**config.mk**
```make
export PLATFORM = sky130hd
export DESIGN_NAME = trap_cond_eval
export DESIGN_NICKNAME = d
export VERILOG_FILES = /design/src/rtl/trap_cond_pkg.sv /design/src/rtl/trap_operand_prep.sv /design/src/rtl/trap_relation_unit.sv /design/src/rtl/trap_mask_combine.sv /design/src/rtl/trap_cond_eval.sv
export SDC_FILE = /design/constraint.sdc
export NUM_CORES = 1
export LEC_CHECK = 0
export BUFFER_PORTS_ARGS = -buffer_cell sky130_fd_sc_hd__clkbuf_2
export CORE_ASPECT_RATIO = 1.5
export CORE_MARGIN = 2
export CORE_UTILIZATION = 38
export DETAILED_ROUTE_END_ITERATION = 7
export PLACE_DENSITY = 0.73
export SLEW_MARGIN = 10
export SYNTH_ARGS = -nofsm -noshare
export SYNTH_HDL_FRONTEND = slang
export SYNTH_SLANG_ARGS = --single-unit
```
**constraint.sdc**
```tcl
create_clock -name clk -period 10.2 [get_ports clk]
set_clock_uncertainty 0.05 [all_clocks]
set_input_delay 2.04 -clock clk [delete_from_list [all_inputs] [get_ports clk]]
set_output_delay 2.04 -clock clk [all_outputs]
set_load 0.1 [all_outputs]
```
**src/rtl/trap_cond_pkg.sv**
```systemverilog
package trap_cond_pkg;
  localparam int REL_W   = 5;
  localparam int REL_SLT = 0;
  localparam int REL_SGT = 1;
  localparam int REL_EQ  = 2;
  localparam int REL_ULT = 3;
  localparam int REL_UGT = 4;
  typedef logic [REL_W-1:0] rel_vec_t;
endpackage

```
**src/rtl/trap_operand_prep.sv**
```systemverilog
module trap_operand_prep #(
  parameter int XLEN  = 64,
  parameter int IMM_W = 16
) (
  input  logic [XLEN-1:0]  a_raw,
  input  logic [XLEN-1:0]  b_raw,
  input  logic [IMM_W-1:0] imm,
  input  logic             word_mode,
  input  logic             use_imm,
  output logic [XLEN-1:0]  a_op,
  output logic [XLEN-1:0]  b_op
);
  localparam int HALF = XLEN / 2;

  logic [XLEN-1:0] a_word, b_word, imm_ext;

  assign a_word  = {{(XLEN-HALF){a_raw[HALF-1]}}, a_raw[HALF-1:0]};
  assign b_word  = {{(XLEN-HALF){b_raw[HALF-1]}}, b_raw[HALF-1:0]};
  assign imm_ext = {{(XLEN-IMM_W){imm[IMM_W-1]}}, imm};

  always_comb begin
    a_op = word_mode ? a_word : a_raw;
    if (use_imm)        b_op = imm_ext;
    else if (word_mode) b_op = b_word;
    else                b_op = b_raw;
  end
endmodule

```
**src/rtl/trap_relation_unit.sv**
```systemverilog
module trap_relation_unit
  import trap_cond_pkg::*;
#(
  parameter int XLEN = 64
) (
  input  logic [XLEN-1:0] a_op,
  input  logic [XLEN-1:0] b_op,
  output rel_vec_t        rel
);
  logic [XLEN:0] diff;
  logic          ult, slt, eq;

  assign diff = {1'b0, a_op} - {1'b0, b_op};
  assign ult  = diff[XLEN];
  assign eq   = (a_op == b_op);
  assign slt  = (a_op[XLEN-1] != b_op[XLEN-1]) ? a_op[XLEN-1] : ult;

  always_comb begin
    rel          = '0;
    rel[REL_SLT] = slt;
    rel[REL_SGT] = !slt && !eq;
    rel[REL_EQ]  = eq;
    rel[REL_ULT] = ult;
    rel[REL_UGT] = !ult && !eq;
  end
endmodule

```
**src/rtl/trap_mask_combine.sv**
```systemverilog
module trap_mask_combine
  import trap_cond_pkg::*;
(
  input  rel_vec_t   rel,
  input  rel_vec_t   mask,
  output logic       hit
);
  rel_vec_t enabled;

  for (genvar i = 0; i < REL_W; i++) begin : g_en
    assign enabled[i] = rel[i] & mask[i];
  end

  assign hit = |enabled;
endmodule

```
**src/rtl/trap_cond_eval.sv**
```systemverilog
module trap_cond_eval
  import trap_cond_pkg::*;
#(
  parameter int XLEN  = 64,
  parameter int IMM_W = 16
) (
  input  logic             clk,
  input  logic             rst,
  input  logic             in_valid,
  output logic             in_ready,
  input  logic [XLEN-1:0]  opnd_a,
  input  logic [XLEN-1:0]  opnd_b,
  input  logic [IMM_W-1:0] imm,
  input  logic [REL_W-1:0] cond_mask,
  input  logic             word_mode,
  input  logic             use_imm,
  output logic             out_valid,
  input  logic             out_ready,
  output logic             trap
);
  logic [XLEN-1:0] a_op, b_op;
  rel_vec_t        rel;
  logic            hit;
  logic            accept;

  trap_operand_prep #(.XLEN(XLEN), .IMM_W(IMM_W)) u_prep (
    .a_raw(opnd_a), .b_raw(opnd_b), .imm(imm),
    .word_mode(word_mode), .use_imm(use_imm),
    .a_op(a_op), .b_op(b_op)
  );

  trap_relation_unit #(.XLEN(XLEN)) u_rel (
    .a_op(a_op), .b_op(b_op), .rel(rel)
  );

  trap_mask_combine u_comb (
    .rel(rel), .mask(cond_mask), .hit(hit)
  );

  assign in_ready = !out_valid || out_ready;
  assign accept   = in_valid && in_ready;

  always_ff @(posedge clk) begin
    if (rst) begin
      out_valid <= 1'b0;
      trap      <= 1'b0;
    end else if (in_ready) begin
      out_valid <= in_valid;
      if (in_valid) trap <= hit;
    end
  end


  rel_partition_chk: assert property (@(posedge clk) disable iff (rst)
    in_valid |-> ($countones(rel[2:0]) == 1 &&
                  $countones({rel[REL_ULT], rel[REL_UGT], rel[REL_EQ]}) == 1));


  zero_mask_chk: assert property (@(posedge clk) disable iff (rst)
    (accept && cond_mask == '0) |=> !trap);


  full_mask_chk: assert property (@(posedge clk) disable iff (rst)
    (accept && cond_mask == '1) |=> trap);


  accept_chk: assert property (@(posedge clk) disable iff (rst)
    accept |=> out_valid);


  hold_chk: assert property (@(posedge clk) disable iff (rst)
    (out_valid && !out_ready) |=> (out_valid && $stable(trap)));
endmodule

```
==> results.txt <==
core area: 6440 µm²
Post-Route Setup TNS: 0 ns
initial core utilization: 0.390
drt total wl: 7650 µm
Post-Synthesis Cells: 369
FF-to-FF path depth: 5
Slew HR: 0.372
Net Count, Synth: 588
Synth top area share: 0.319
Resized cells post-CTS: 0
CP Launch Type: input pin
initial antenna violation count: 0
Max Slew Vio Count: 0
commonest non-fill, non-tap cell in the layout: clkbuf_2
vias in the first global route: 3215
count of cell types in the netlist: 37
Seq cells post-synth: 2
postcts setup bufs: 0
Die ar.: 7290 µm²
internal reg-to-reg setup slack: 9.06 ns
final core area utilization: 0.522
fmax: 0.164 GHz
Clock Tree Buf Depth: 2
hold path cells: 2
status: complete, no violations
DIE WIDTH: 70.4 µm
global-route usage over all layers: 0.206
DR iter-0 viols: 49
nets@finish: 730
top cells by area, synth: ha_1, o21ai_0, a21oi_1, nor2b_1, mux2i_1
total chip power: 0.189 mW
grt total ovfl: 0
H-tree levels: 1
Crit. End Element: flop
fin crit share: 0.597
RSZ-0062 raised after global routing: false
hold_buf cts: 0
Leakage: 1.93 nW
DRC Markers: 0
critical path peak fanout: 32
kind of critical path: in2reg
first-pass GRT wire length: 12800 µm
ANT cells: 0
reg-to-reg endpoint: trap$_SDFFE_PP0P_
Max IR drop VDD: 0.0469 mV
FP Rows: 36
Tightest Pin Transition: 0.942 ns
clock root buffer: clkbuf_8
io pins: 158
synth warn: 0
Hold EP: trap$_SDFFE_PP0P_
Clock transition at path regs: 0.03 ns
share of cells above drive strength 1: 0.330
Setup violations, final: 0
final-report hold violation count: 0
port bufs: 157
WHS: 0.501 ns
max_cap viols: 0
RD Place Congestion: 0.783
Design Area, Final: 3360 µm²
Detailed Place HPWL: 6610 µm
via count: 3103
CTS sink count: 2
clk_lat worst skew: 0.21 ns
commonest non-fill, non-tap cells in the layout: clkbuf_2, o21ai_0, ha_1, a21oi_1, inv_1
Die Y: 104 µm
WP data arrival: 6.16 ns
CTS Buf Count: 3
Antenna Nets Post-Route: 0
HP Class: reg2reg
vias per cell: 5.30
cell area power density: 56.1 nW/µm²
hold path start: trap$_SDFFE_PP0P_
cell taking the most area after synthesis: ha_1
CTS tree: yes
largest net degree at the start of global routing: 67
first-pass iteration count of the detailed router: 4
synthesized cell area: 2510 µm²
synthesized area per cell: 6.81 µm²
Worst Path Required: 10.27 ns
register area share after synthesis: 0.0159
fin crit period: 6.09 ns
Worst R2R Start: out_valid$_SDFFE_PP0N_
Routed WL per cell: 13.1 µm
dpl cell area: 3320 µm²
area grow syn2layout: 33.9%
-- metrics by stage --
step,cells,setup slack [ns]
finish,585,4.11
CTS,585,4.12
global placement,582,4.05
global route,585,3.71
detailed placement,582,3.90
floorplan,369,4.94
-- logic make-up after synthesis --
logic type / after synthesis / share of synthesized area
and+or+nand+nor: 88 / 0.201
adders and majority gates: 64 / 0.319
buffers and inverters: 59 / 0.0881
muxes: 16 / 0.0662
AOI/OAI and AO/OA: 140 / 0.310
DFF: 2 / 0.0159
-- how the worst max path moves through the flow --
| stage | from | to | slack [ns] | depth (start not counted) |
|---|---|---|---|---|
| floorplan | use_imm | trap$_SDFFE_PP0P_ | 4.94 | 14 |
| global placement | use_imm | trap$_SDFFE_PP0P_ | 4.05 | 13 |
| detailed placement | use_imm | trap$_SDFFE_PP0P_ | 3.90 | 13 |
| CTS | use_imm | trap$_SDFFE_PP0P_ | 4.12 | 13 |
| global route | use_imm | trap$_SDFFE_PP0P_ | 3.71 | 13 |
| finish | use_imm | trap$_SDFFE_PP0P_ | 4.11 | 13 |
-- state kept, by name (all words and copies together), names as in the netlist --
signal     cells
out_valid      1
trap           1
-- metal layers --
layer | up-vias | global-route usage | wire, µm
li1 | 1627 | - | -
met1 | 1345 | 0.210 | 2890
met2 | 123 | 0.422 | 4110
met3 | 8 | 0.0311 | 548
met4 | 0 | 0.0426 | 106
met5 | - | 0 | 0
-- where the power goes --
group | total, mW | switching (mW) | leakage (nW) | internal (mW)
Sequential | 0.00892 | 0.000342 | 0.0167 | 0.00858
Clock | 0.0304 | 0.00550 | 0.0216 | 0.0249
Combinational | 0.150 | 0.0789 | 1.89 | 0.0706
-- area by class of cell --
cell class	instances	area (µm²)
Inverter	38	143
Multi-Input combinational cell	308	2250
Fill cell	658	3080
Tap cell	76	95.1
Timing Repair Buffer	158	793
Sequential cell	2	40.0
Clock buffer	3	41.3
-- cell usage after synthesis, drive strengths merged --
cell type	number
a221oi	1
a31o	1
o21ai	71
nand2b	2
nand4	16
mux2	2
dfxtp	2
nor4	3
o21bai	1
a22o	1
a21boi	3
or4	1
a21o	6
a211oi	1
o31a	1
and3	2
a2111oi	2
inv	37
a211o	2
clkinv	1
nand4b	1
mux2i	14
nor2	4
nand3	7
and2	1
a21oi	47
nand2	14
a311oi	1
nor2b	33
ha	64
o211ai	2
clkbuf	21
nor3	3
or3	1
-- worst max-delay path, cell delays in order --
cell and delay (ns):
clkbuf_2 0.39, clkinv_1 0.53, nand2_1 0.79, o21ai_0 0.21, ha_1 0.40, nand4_1 0.15, or3_1 0.39, nor4_1 0.27
and3_1 0.22, a211o_1 0.11, a211o_1 0.13, mux2_4 0.31, a311oi_2 0.19
(Power assumes the default switching activity.)
